--- src/rtl/fa_pkg.sv ---
package fa_pkg;
  localparam int HALF_W = 16;
  localparam int WORD_W = 2 * HALF_W;

  typedef logic [HALF_W-1:0] half_t;
  typedef logic [WORD_W-1:0] word_t;

  // top bit of a leading halfword set -> compact instruction
  function automatic logic is_short(input half_t h);
    return h[HALF_W-1];
  endfunction
endpackage

--- src/rtl/fa_req_ctrl.sv ---
module fa_req_ctrl #(
  parameter int PC_W = 32,
  parameter logic [PC_W-1:0] RESET_PC = '0
) (
  input  logic            clk,
  input  logic            rst_n,
  input  logic            redir_valid,
  input  logic [PC_W-1:0] redir_pc,
  output logic            mem_req_valid,
  input  logic            mem_req_ready,
  output logic [PC_W-1:0] mem_req_addr,
  input  logic            mem_rsp_valid,
  output logic            mem_rsp_ready,
  input  logic            take,
  output logic            word_in
);
  localparam logic [PC_W-1:0] WORD_STEP = PC_W'(4);

  logic [PC_W-1:0] fetch_pc;
  logic            pend;
  logic            drop;
  logic            req_fire;
  logic            rsp_fire;

  assign mem_req_valid = !pend && !redir_valid;
  assign mem_req_addr  = fetch_pc;
  assign mem_rsp_ready = pend && (drop || redir_valid || take);
  assign req_fire      = mem_req_valid && mem_req_ready;
  assign rsp_fire      = mem_rsp_valid && mem_rsp_ready;
  assign word_in       = rsp_fire && !drop && !redir_valid;

  always_ff @(posedge clk) begin
    if (!rst_n) begin
      fetch_pc <= {RESET_PC[PC_W-1:2], 2'b00};
      pend     <= 1'b0;
      drop     <= 1'b0;
    end else if (redir_valid) begin
      fetch_pc <= {redir_pc[PC_W-1:2], 2'b00};
      if (pend && !rsp_fire) begin
        drop <= 1'b1;
      end else begin
        pend <= 1'b0;
        drop <= 1'b0;
      end
    end else begin
      if (req_fire) begin
        pend     <= 1'b1;
        fetch_pc <= fetch_pc + WORD_STEP;
      end
      if (rsp_fire) begin
        pend <= 1'b0;
        drop <= 1'b0;
      end
    end
  end

  p_single_outstanding_r5: assert property (@(posedge clk) disable iff (!rst_n)
    (mem_req_valid && mem_req_ready) |=> !mem_req_valid);

  p_req_aligned_r5: assert property (@(posedge clk) disable iff (!rst_n)
    mem_req_valid |-> (mem_req_addr[1:0] == 2'b00));
endmodule

--- src/rtl/fa_align.sv ---
module fa_align
  import fa_pkg::*;
#(
  parameter int PC_W = 32,
  parameter logic [PC_W-1:0] RESET_PC = '0
) (
  input  logic            clk,
  input  logic            rst_n,
  input  logic            redir_valid,
  input  logic [PC_W-1:0] redir_pc,
  input  logic            word_in,
  input  word_t           word_data,
  input  logic            out_free,
  output logic            take,
  output logic            ld_valid,
  output word_t           ld_data,
  output logic [PC_W-1:0] ld_pc,
  output logic            ld_is32
);
  localparam logic [PC_W-1:0] STEP16 = PC_W'(2);
  localparam logic [PC_W-1:0] STEP32 = PC_W'(4);

  logic            hold_v, hold_v_n;
  half_t           hold_h, hold_h_n;
  logic            skip, skip_n;
  logic [PC_W-1:0] cur_pc;
  half_t           lo, hi;
  logic            hold_short;

  assign lo         = word_data[HALF_W-1:0];
  assign hi         = word_data[WORD_W-1:HALF_W];
  assign hold_short = hold_v && is_short(hold_h);
  assign take       = !redir_valid && (skip || (!hold_short && out_free));
  assign ld_pc      = cur_pc;

  always_comb begin
    ld_valid = 1'b0;
    ld_data  = '0;
    ld_is32  = 1'b0;
    hold_v_n = hold_v;
    hold_h_n = hold_h;
    skip_n   = skip;
    if (hold_short) begin
      if (out_free) begin
        ld_valid = 1'b1;
        ld_data  = {{HALF_W{1'b0}}, hold_h};
        hold_v_n = 1'b0;
      end
    end else if (word_in) begin
      if (skip) begin
        hold_v_n = 1'b1;
        hold_h_n = hi;
        skip_n   = 1'b0;
      end else if (hold_v) begin
        ld_valid = 1'b1;
        ld_is32  = 1'b1;
        ld_data  = {hold_h, lo};
        hold_h_n = hi;
      end else if (is_short(lo)) begin
        ld_valid = 1'b1;
        ld_data  = {{HALF_W{1'b0}}, lo};
        hold_v_n = 1'b1;
        hold_h_n = hi;
      end else begin
        ld_valid = 1'b1;
        ld_is32  = 1'b1;
        ld_data  = {lo, hi};
        hold_v_n = 1'b0;
      end
    end
  end

  always_ff @(posedge clk) begin
    if (!rst_n) begin
      hold_v <= 1'b0;
      hold_h <= '0;
      skip   <= RESET_PC[1];
      cur_pc <= {RESET_PC[PC_W-1:1], 1'b0};
    end else if (redir_valid) begin
      hold_v <= 1'b0;
      skip   <= redir_pc[1];
      cur_pc <= {redir_pc[PC_W-1:1], 1'b0};
    end else begin
      hold_v <= hold_v_n;
      hold_h <= hold_h_n;
      skip   <= skip_n;
      if (ld_valid) cur_pc <= cur_pc + (ld_is32 ? STEP32 : STEP16);
    end
  end
endmodule

--- src/rtl/fa_out_reg.sv ---
module fa_out_reg
  import fa_pkg::*;
#(
  parameter int PC_W = 32
) (
  input  logic            clk,
  input  logic            rst_n,
  input  logic            redir_valid,
  input  logic            ld_valid,
  input  word_t           ld_data,
  input  logic [PC_W-1:0] ld_pc,
  input  logic            ld_is32,
  output logic            out_free,
  output logic            ins_valid,
  input  logic            ins_ready,
  output word_t           ins_data,
  output logic [PC_W-1:0] ins_pc,
  output logic            ins_is32
);
  assign out_free = !ins_valid || ins_ready;

  always_ff @(posedge clk) begin
    if (!rst_n) begin
      ins_valid <= 1'b0;
      ins_data  <= '0;
      ins_pc    <= '0;
      ins_is32  <= 1'b0;
    end else if (redir_valid) begin
      ins_valid <= 1'b0;
    end else if (out_free) begin
      ins_valid <= ld_valid;
      if (ld_valid) begin
        ins_data <= ld_data;
        ins_pc   <= ld_pc;
        ins_is32 <= ld_is32;
      end
    end
  end

  p_hold_stable_r8: assert property (@(posedge clk) disable iff (!rst_n)
    (ins_valid && !ins_ready && !redir_valid) |=>
      (ins_valid && $stable(ins_data) && $stable(ins_pc) && $stable(ins_is32)));

  p_flush_r6: assert property (@(posedge clk) disable iff (!rst_n)
    redir_valid |=> !ins_valid);

  p_len_short_r1: assert property (@(posedge clk) disable iff (!rst_n)
    (ins_valid && !ins_is32) |-> (ins_data[15] && ins_data[31:16] == 16'h0));

  p_len_long_r1: assert property (@(posedge clk) disable iff (!rst_n)
    (ins_valid && ins_is32) |-> !ins_data[31]);
endmodule

--- src/rtl/fetch_aligner.sv ---
module fetch_aligner #(
  parameter int PC_W = 32,
  parameter logic [PC_W-1:0] RESET_PC = '0
) (
  input  logic            clk,
  input  logic            rst_n,
  input  logic            redir_valid,
  input  logic [PC_W-1:0] redir_pc,
  output logic            mem_req_valid,
  input  logic            mem_req_ready,
  output logic [PC_W-1:0] mem_req_addr,
  input  logic            mem_rsp_valid,
  output logic            mem_rsp_ready,
  input  logic [31:0]     mem_rsp_data,
  output logic            ins_valid,
  input  logic            ins_ready,
  output logic [31:0]     ins_data,
  output logic [PC_W-1:0] ins_pc,
  output logic            ins_is32
);
  logic            take, word_in, out_free;
  logic            ld_valid, ld_is32;
  logic [31:0]     ld_data;
  logic [PC_W-1:0] ld_pc;

  fa_req_ctrl #(.PC_W(PC_W), .RESET_PC(RESET_PC)) req_i (
    .clk(clk), .rst_n(rst_n), .redir_valid(redir_valid), .redir_pc(redir_pc),
    .mem_req_valid(mem_req_valid), .mem_req_ready(mem_req_ready),
    .mem_req_addr(mem_req_addr), .mem_rsp_valid(mem_rsp_valid),
    .mem_rsp_ready(mem_rsp_ready), .take(take), .word_in(word_in)
  );

  fa_align #(.PC_W(PC_W), .RESET_PC(RESET_PC)) align_i (
    .clk(clk), .rst_n(rst_n), .redir_valid(redir_valid), .redir_pc(redir_pc),
    .word_in(word_in), .word_data(mem_rsp_data), .out_free(out_free),
    .take(take), .ld_valid(ld_valid), .ld_data(ld_data), .ld_pc(ld_pc),
    .ld_is32(ld_is32)
  );

  fa_out_reg #(.PC_W(PC_W)) out_i (
    .clk(clk), .rst_n(rst_n), .redir_valid(redir_valid),
    .ld_valid(ld_valid), .ld_data(ld_data), .ld_pc(ld_pc), .ld_is32(ld_is32),
    .out_free(out_free), .ins_valid(ins_valid), .ins_ready(ins_ready),
    .ins_data(ins_data), .ins_pc(ins_pc), .ins_is32(ins_is32)
  );
endmodule

--- config.mk ---
export PLATFORM = sky130hd
export DESIGN_NAME = fetch_aligner
export DESIGN_NICKNAME = d
export VERILOG_FILES = /design/src/rtl/fa_pkg.sv /design/src/rtl/fa_req_ctrl.sv /design/src/rtl/fa_align.sv /design/src/rtl/fa_out_reg.sv /design/src/rtl/fetch_aligner.sv
export SDC_FILE = /design/constraint.sdc
export NUM_CORES = 1
export LEC_CHECK = 0
export BUFFER_PORTS_ARGS = -buffer_cell sky130_fd_sc_hd__buf_4
export CORE_MARGIN = 2
export CORE_UTILIZATION = 45
export CTS_CLUSTER_SIZE = 16
export DETAILED_ROUTE_END_ITERATION = 10
export PLACE_DENSITY = 0.75
export SYNTH_ARGS = -nofsm -noshare
export SYNTH_HDL_FRONTEND = slang
export SYNTH_SLANG_ARGS = --single-unit
--- constraint.sdc ---
create_clock -name clk -period 2.53 [get_ports clk]
set_input_delay 0.253 -clock clk [delete_from_list [all_inputs] [get_ports clk]]
set_output_delay 0.253 -clock clk [all_outputs]
set_load 0.005 [all_outputs]
* Word-level counts from Yosys, hierarchy flattened
Cells that the tools add are included.
** Word-level totals
- Input port bits :: 70
- Flip-flop bits (word level) :: 150
- Word-level logic and storage cells :: 92
- Output and inout bits :: 100
** Operators by class
- Reductions and logical operators :: 33
- Equal/unequal tests :: 3
- Add/subtract/negate cells :: 2
- Bitwise operators :: 3
- Muxes and demuxes :: 38
** Operators by type and width (count)
- two-way mux 32 bit :: 8
- two-way mux 16 bit :: 3
- adder 32 x 3 -> 32 bit, second input constant :: 1
- adder 32 bit :: 1
- two-way mux 31 bit :: 1
- two-way mux 1 bit :: 25
- logical AND 1 bit :: 10
- nonzero test 2 bit :: 5
- logical NOT 1 bit :: 6
- AND reduction 2 bit :: 3
- nonzero test 3 bit :: 2
- logical OR 1 bit :: 4
- != test 2 bit, second input constant :: 2
- AND reduction 4 bit :: 1
- two-way mux 3 bit :: 1
- NOT 1 bit :: 3
- AND reduction 3 bit :: 1
- != test 2 x 1 -> 1 bit, second input constant :: 1
- OR reduction 2 bit :: 1

* Longest topological paths before layout
Gate-level depths: netlist of the first run.
- Depth after elaboration :: 16
- Gate-level depth with buffers :: 13
- Gate-level depth less buffers :: 11

* Hierarchy
From an unflattened synthesis of the first run, not the netlist that was laid out.
** Second synthesis, totals
- Cells, all modules :: 912
- Area total of the unflattened synthesis :: 7593.5 um^2
** By module, submodules not included
- fa_align :: cells an instance 390, sequential area each 980.9 um^2, area each 2981.6 um^2, times used 1
- fa_out_reg :: cells an instance 288, sequential area each 1321.3 um^2, area each 2695.1 um^2, times used 1
- fa_req_ctrl :: cells an instance 234, sequential area each 640.6 um^2, area each 1916.8 um^2, times used 1

* Worst setup path after synthesis of the first run
Ideal clock, no wire load.
- Path type :: register to register
- From :: register align_i.hold_v
- To :: register align_i.cur_pc[27], in the netlist align_i.ld_pc[27]
- Setup slack :: -0.105 ns
- Arrival time :: 2.508 ns
- Clock period less this slack :: 2.635 ns
- Cell stages (with the launch flop) :: 12
- Data required time :: 2.403 ns
- Setup time :: 0.127 ns
- Buffers on the path :: 1
- Path through :: dfxtp_1 -> and2_1 -> clkbuf_1 -> nor2_1 -> nand2_1 -> a21o_1 -> inv_1 -> fa_1 -> nand3_4 -> or3_1 -> nor4b_1 -> nor3b_1
** Between the ends
- Longest elaborated chain between the ends :: 16
- Elaborated cells on any way between the ends :: 21
- Classes of those cells :: 1 x add/sub; 9 x mux; 11 x reduce/logical
** RTL lines
- start, declared :: RTL line fa_align.sv:23 : logic hold_v, hold_v_n;
- start signal, assigned :: RTL line fa_align.sv:84 : hold_v <= hold_v_n;
- logical AND 1 bit :: RTL line fa_align.sv:32 : assign hold_short = hold_v && is_short(hold_h);
- logical NOT 1 bit :: RTL line fa_align.sv:33 : assign take = !redir_valid && (skip || (!hold_short && out_free));
- logical AND 1 bit :: RTL line fa_align.sv:33
- logical OR 1 bit :: RTL line fa_align.sv:33
- logical AND 1 bit :: RTL line fa_align.sv:33
- logical OR 1 bit :: RTL line fa_req_ctrl.sv:27 : assign mem_rsp_ready = pend && (drop || redir_valid || take);
- logical AND 1 bit :: RTL line fa_req_ctrl.sv:27
- logical AND 1 bit :: RTL line fa_req_ctrl.sv:29 : assign rsp_fire = mem_rsp_valid && mem_rsp_ready;
- logical AND 1 bit (2 in series) :: RTL line fa_req_ctrl.sv:30 : assign word_in = rsp_fire && !drop && !redir_valid;
- two-way mux 1 bit :: RTL line fa_align.sv:49 : end else if (word_in) begin
- two-way mux 1 bit * :: RTL line fa_align.sv:43 : if (hold_short) begin
- via align_i.ld_is32 :: RTL line fa_align.sv:18 : output logic ld_is32
- two-way mux 3 bit * :: RTL line fa_align.sv:87 : if (ld_valid) cur_pc <= cur_pc + (ld_is32 ? STEP32 : STEP16);
- adder 32 bit * :: RTL line fa_align.sv:87
- two-way mux 32 bit * :: RTL line fa_align.sv:87
- two-way mux 32 bit * :: RTL line fa_align.sv:79 : end else if (redir_valid) begin
- end signal, assigned :: RTL line fa_align.sv:78 : cur_pc <= {RESET_PC[PC_W-1:1], 1'b0};
- end signal, assigned :: RTL line fa_align.sv:82 : cur_pc <= {redir_pc[PC_W-1:1], 1'b0};
- end signal, assigned :: RTL line fa_align.sv:87
- end, declared :: RTL line fa_align.sv:26 : logic [PC_W-1:0] cur_pc;
The timed path passes the listed nets; every way through them passes the cells marked *. The select of a mux whose other input is x is not followed.
A chain may end at the register's enable or synchronous reset.

* Final worst setup path of the first run
- From :: register req_i.drop
- To :: register align_i.cur_pc[24], in the netlist align_i.ld_pc[24]
** Between the ends
- Longest elaborated chain between the ends :: 12
- Elaborated cells on any way between the ends :: 16
- Classes of those cells :: 1 x add/sub; 7 x mux; 8 x reduce/logical
** RTL lines
- start, declared :: RTL line fa_req_ctrl.sv:21 : logic drop;
- start signal, assigned :: RTL line fa_req_ctrl.sv:36 : drop <= 1'b0;
- start signal, assigned :: RTL line fa_req_ctrl.sv:40 : drop <= 1'b1;
- start signal, assigned :: RTL line fa_req_ctrl.sv:43 : drop <= 1'b0;
- logical OR 1 bit (2 in series) :: RTL line fa_req_ctrl.sv:27
- logical AND 1 bit :: RTL line fa_req_ctrl.sv:27
- logical AND 1 bit :: RTL line fa_req_ctrl.sv:29
- logical AND 1 bit * (2 in series) :: RTL line fa_req_ctrl.sv:30
- two-way mux 1 bit * :: RTL line fa_align.sv:49
- two-way mux 1 bit * :: RTL line fa_align.sv:43
- via align_i.ld_is32 :: RTL line fa_align.sv:18
- two-way mux 3 bit * :: RTL line fa_align.sv:87
- adder 32 bit * :: RTL line fa_align.sv:87
- two-way mux 32 bit * :: RTL line fa_align.sv:87
- two-way mux 32 bit * :: RTL line fa_align.sv:79
Marked as above.

==> results of run 1 <==
worst max path at each step:
stage                          from                end  slack [ps]  cells after the start
floorplan            align_i.hold_v  align_i.ld_pc[27]         0.9                     11
global placement        redir_valid  align_i.ld_pc[15]         100                     12
detailed placement      redir_valid  align_i.ld_pc[27]          70                     11
CTS                 out_i.ins_valid  align_i.ld_pc[28]          40                     11
global route        out_i.ins_valid  align_i.ld_pc[19]         -10                     11
finish                   req_i.drop  align_i.ld_pc[24]         190                     12
critical path: cells and delay by family, from the launching register on:
kind | cells | cell delay (ps)
compound gates | 3 | 500
flops | 1 | 310
fa+ha+maj | 1 | 240
xor+xnor | 1 | 160
simple gates | 5 | 740
buf+inv | 2 | 280
power breakdown:
group	switching (mW)	leakage (nW)	internal (mW)
combinational	0.258	2.00	0.249
clock	1.01	0.311	1.68
sequential	0.103	1.19	2.38
cell families (layout without fill, tap and decap cells):
kind of cell	after synthesis	count (layout)	synth area share (%)
simple gates	316	316	23.9
compound gates	222	222	18.9
xor+xnor	48	48	6.09
other cells	1	3	0.0543
mux	18	18	2.61
fa+ha+maj	4	4	0.833
buf+inv	77	239	5.27
flops	146	146	42.3
per-stage QoR:
stage	instance area [sq um]	hold WS, ps	cells
6_report	9010	67.0	1184
5_1_grt	9010	63.8	1184
4_1_cts	8970	53.5	1184
3_5_place_dp	8350	448	1152
3_3_place_gp	8350	444	1152
2_1_floorplan	6920	398	834
synthesized netlist by cell type, drive strengths merged (4+ instances only):
master   count  area, sq um
clkbuf      43          161
xnor2       19          166
dfxtp      146         2920
mux2i       18          180
nand2      135          507
a2111oi      5         75.1
and4        12          105
nor2        42          158
a311oi       5         43.8
a22o        15          131
and3         8         50.1
and2         6         37.5
nor4        10          106
nor4b        4         41.3
a21oi      117          589
xor2        29          254
nand3       36          215
buf         25          169
o21ai       63          327
nor3        12         76.3
inv          7         26.3
nor2b        4         25.0
nand4       35          219
cell type report:
type | instances | area [sq um] | area share (%)
well taps | 188 | 235 | 2.61
clock inverters | 13 | 184 | 2.04
multi-input cells | 611 | 3670 | 40.8
clock buffers | 19 | 443 | 4.92
repair buffers | 198 | 1510 | 16.8
flip-flops and latches | 146 | 2920 | 32.5
inverters | 9 | 33.8 | 0.375
routing by layer:
metal | up-vias | track usage, %
met3 | 39 | 7.47
li1 | 3256 | -
met1 | 3214 | 29.6
met4 | 0 | 9.24
met2 | 246 | 44.7
met5 | - | 0
sequential cells by signal, summed over array words and instances (netlist names):
| name | flops |
|---|---|
| out_i.ins_valid | 1 |
| align_i.hold_h | 16 |
| out_i.ins_pc | 31 |
| req_i.drop | 1 |
| out_i.ins_data | 32 |
| align_i.ld_pc | 31 |
| align_i.skip | 1 |
| align_i.hold_v | 1 |
| req_i.pend | 1 |
| out_i.ins_is32 | 1 |
| req_i.mem_req_addr | 30 |
==> results.yml, run 1 <==
detailed_routing:
  drt-initial-drc-count: 553
  drt-total-wl_mm: 20.6
  first_pass_iters: 5
  vias_per_cell: 5.71
  wl_met3_mm: 1.46
  wl_per_cell_um: 17.4
  route.detailed.drc: 0
  wl_met2_mm: 10.4
  topRoutingLayerUsed: "met4"
  route.antenna.remaining_nets: 0
  vias: 6755
  wl_met1_mm: 8.24
power_and_ir_drop:
  p_leak_nw: 3.51
  vdd_ir_drop_max_mv: 0.484
  power.density_nw_per_um2: 631
  p_total_mw: 5.68
clock_tree:
  cts_setup_buffers: 0
  post_cts_resized: 0
  clock_latency_ps: 430
  cts.htree.levels: 4
  numCtsBuffers: 17
  cts.sinks: 146
  cts_buffer_depth: 2
  root_buffer: "clkbuf_16"
  clk_pin_slew_ps: 60
  cts_tree: "done"
  postCtsHoldBufs: 0
sta:
  setup_tns_ps: 0
  max_slew_margin_pct: 57.7
  drv_slew: 0
  period_minus_slack_ps: 2340
  finalSetupViolations: 0
  worst_slew_pin_slew_ps: 627
  finalHoldViolations: 0
  fmax_mhz: 427
  fin_crit_sh_pct: 92.6
  rsz0062_at_grt: "yes"
  skew_ps: 10.4
  fin_ws_ps: 187
yosys:
  synthArstFlopShare_pct: 0
  avgSynthCellArea_sq_um: 8.30
  synth_ff_type: "dfxtp_1"
  synth.cell_area_sq_um: 6910
  synth_cell_types: 64
  yosysWarnings: 0
  syn_inst: 832
  synth_edf_count: 0
  yosys_register_bits: 146
  yosysSeqAreaShare_pct: 42.3
setup_path:
  rr_endpoint: "align_i.ld_pc[24]"
  reg2reg_slack_ps: 190
  crit_chain: "nand4bb_4 > nor2_2 > nand2_1 > a21o_1 > inv_1 > ha_1 > a21o_1 > and3_1 > buf_4 > nand4_1 > xor2_1 > a21oi_1"
  cpMostUsedCell: "a21o_1"
  cp.arrival_ps: 2640
  cp.required_ps: 2820
  worstSetupPathType: "reg2reg"
  worst-path-max-fanout: 4
  startpoint_type: "flop"
  r2r_start: "req_i.drop"
  reg2reg_depth: 12
  cp_slowest_cell: "dfxtp_1"
  critPathMaxStageDelay_ps: 310
  cp-end-kind: "flop"
hold_path:
  worstHoldEndpoint: "align_i.hold_h[15]"
  hold_path_startpoint: "mem_rsp_data[31]"
  hold_class: "in2reg"
  holdPathStages: 3
final_layout:
  final_cell_mix: "buf_4, dfxtp_1, nand2_1"
  n_antenna_cell: 0
  utilization_pct: 59.7
  final_common_cell: "buf_4"
  finalNetCount: 1057
  area_growth_pct: 30.4
  drive_gt1_share_pct: 26.8
  n_fill_cell: 1362
floorplanning:
  die-area_sq_um: 16400
  num_io_pins: 170
  fp.dieW_um: 128
  core_area_sq_um: 15100
  initial_core_util_pct: 45.8
  fp.dieH_um: 128
  rows: 45
place:
  place_ws_ps: 68.6
  dpl.hpwl_mm: 14.6
  gp_congestion: 0.908
  port_buffers: 165
run_status:
  outcome: "completed"
grt:
  grt_first_pass_wirelength_mm: 32.8
  grt_use_total_pct: 25.5
  first_global_vias: 6419
  antenna_found_initial: 0
  grt-ovfl-total: 0
  grt_max_degree: 40
job:
  max-cap-violations: 0
Note: power is estimated with default switching activity, not from simulation.
==> run 2, diff against run 1 <==
Settings changed: PLACE_DENSITY 0.75 to 0.72.
Clock period 2.53 ns to 3 ns, I/O delays scaled along.
==> results.yml, run 2 (synthesized netlist as in run 1, its figures left out) <==
detailed_routing:
  drt-initial-drc-count: 517
  vias: 6649
  route.detailed.drc: 0
  first_pass_iters: 7
  route.antenna.remaining_nets: 0
  vias_per_cell: 5.68
  wl_per_cell_um: 17.3
  drt-total-wl_mm: 20.2
clock_tree:
  root_buffer: "clkbuf_16"
  cts_setup_buffers: 0
  clock_latency_ps: 430
  clk_pin_slew_ps: 70
  numCtsBuffers: 17
  cts_tree: "done"
  postCtsHoldBufs: 0
  cts_buffer_depth: 2
  cts.sinks: 146
  cts.htree.levels: 4
setup_path:
  critPathMaxStageDelay_ps: 430
  r2r_start: "out_i.ins_valid"
  cp_slowest_cell: "or3_1"
  worstSetupPathType: "reg2reg"
  cp.arrival_ps: 3010
  reg2reg_slack_ps: 290
  cp.required_ps: 3300
  cp-end-kind: "flop"
  crit_chain: "nor2b_1 > nor2_1 > nand2_1 > a21o_1 > ha_1 > fa_1 > nand3_4 > or3_1 > nor4b_1 > nor3b_1"
  rr_endpoint: "align_i.ld_pc[27]"
  reg2reg_depth: 10
  startpoint_type: "flop"
  worst-path-max-fanout: 9
sta:
  fin_crit_sh_pct: 90.4
  finalSetupViolations: 0
  fmax_mhz: 369
  setup_tns_ps: 0
  drv_slew: 0
  rsz0062_at_grt: "no"
  max_slew_margin_pct: 44.7
  worst_slew_pin_slew_ps: 828
  finalHoldViolations: 0
  period_minus_slack_ps: 2710
  fin_ws_ps: 288
  skew_ps: 10.0
floorplanning:
  initial_core_util_pct: 45.8
  fp.dieW_um: 128
  rows: 45
  num_io_pins: 170
  core_area_sq_um: 15100
  fp.dieH_um: 128
  die-area_sq_um: 16400
grt:
  grt_use_met2_pct: 42.0
  top_usage_layer: "met2"
  grt-ovfl-total: 0
  use_met3_pct: 6.97
  first_global_vias: 6112
  grt_use_total_pct: 24.4
  antenna_found_initial: 0
  met1_usage_pct: 29.2
  grt_max_degree: 52
  grt_first_pass_wirelength_mm: 31.7
place:
  dpl.hpwl_mm: 14.1
  gp_congestion: 0.870
  place_ws_ps: 114
  dp.cells: 1139
  port_buffers: 165
final_layout:
  n_fill_cell: 1375
  drive_gt1_share_pct: 25.2
  fin_cells: 1171
  regMostFlops: "out_i.ins_data"
  final_common_cell: "buf_4"
  n_antenna_cell: 0
  largest_reg_flops: 32
  finalNetCount: 1044
  area_growth_pct: 28.3
  final_cell_mix: "buf_4, dfxtp_1, nand2_1"
hold_path:
  hold_path_startpoint: "mem_rsp_data[20]"
  holdPathStages: 3
  hold_class: "in2reg"
  worstHoldEndpoint: "align_i.hold_h[4]"
power_and_ir_drop:
  p_leak_nw: 3.43
  power.density_nw_per_um2: 538
  vdd_ir_drop_max_mv: 0.385
job:
  max-cap-violations: 0
run_status:
  outcome: "completed"
[run 2: worst max-delay path by stage]
stage / end / start / slack (ps)
floorplan: align_i.ld_pc[27] / align_i.hold_v / 370
global route: align_i.ld_pc[25] / out_i.ins_valid / 120
CTS: out_i.ins_pc[31] / out_i.ins_valid / 100
detailed placement: out_i.ins_pc[31] / out_i.ins_valid / 110
global placement: out_i.ins_pc[31] / out_i.ins_valid / 130
finish: align_i.ld_pc[27] / out_i.ins_valid / 290
[run 2: metal layers]
metal / vias up / part of all wire (%)
met5: - / 0
met4: 0 / 2.9
met3: 44 / 7.1
met2: 246 / 49
met1: 3148 / 41
li1: 3211 / -
[run 2: metrics by stage]
step	area, sq um	utilization, %	total power, mW	hold WS (ps)
2_1_floorplan	6920	-	2.33	441
3_3_place_gp	8230	54.6	2.54	443
3_5_place_dp	8230	54.6	2.54	448
4_1_cts	8860	58.7	4.78	115
5_1_grt	8860	58.7	4.92	131
6_report	8860	58.7	4.76	123
[run 2: area by class of cell]
cell class	count	area (sq um)	share of cell area, %
Multi-Input combinational cell	611	3640	41.1
Tap cell	188	235	2.65
Inverter	9	33.8	0.381
Timing Repair Buffer	185	1400	15.8
Clock buffer	19	443	5.00
Sequential cell	146	2920	33.0
Clock inverter	13	185	2.09
[run 2: timing repair]
item	CTS	global route
setup endpoints to repair	0	21
gates resized for setup	0	1
endpoints found under the hold margin	0	0
[run 2: worst max-delay path, delay by kind of cell (launching register included)]
family,cells,cell delay (ps)
AOI/OAI and AO/OA,1,140
adders and majority gates,2,560
DFF,1,340
and+or+nand+nor,7,1570
[run 2: report_power, final]
group / switching [mW] / internal (mW) / leakage [nW] / total, mW
clock: 0.844 / 1.41 / 0.303 / 2.26
sequential: 0.0865 / 2.01 / 1.19 / 2.10
combinational: 0.210 / 0.202 / 1.93 / 0.412
total: 1.14 / 3.63 / 3.43 / 4.76
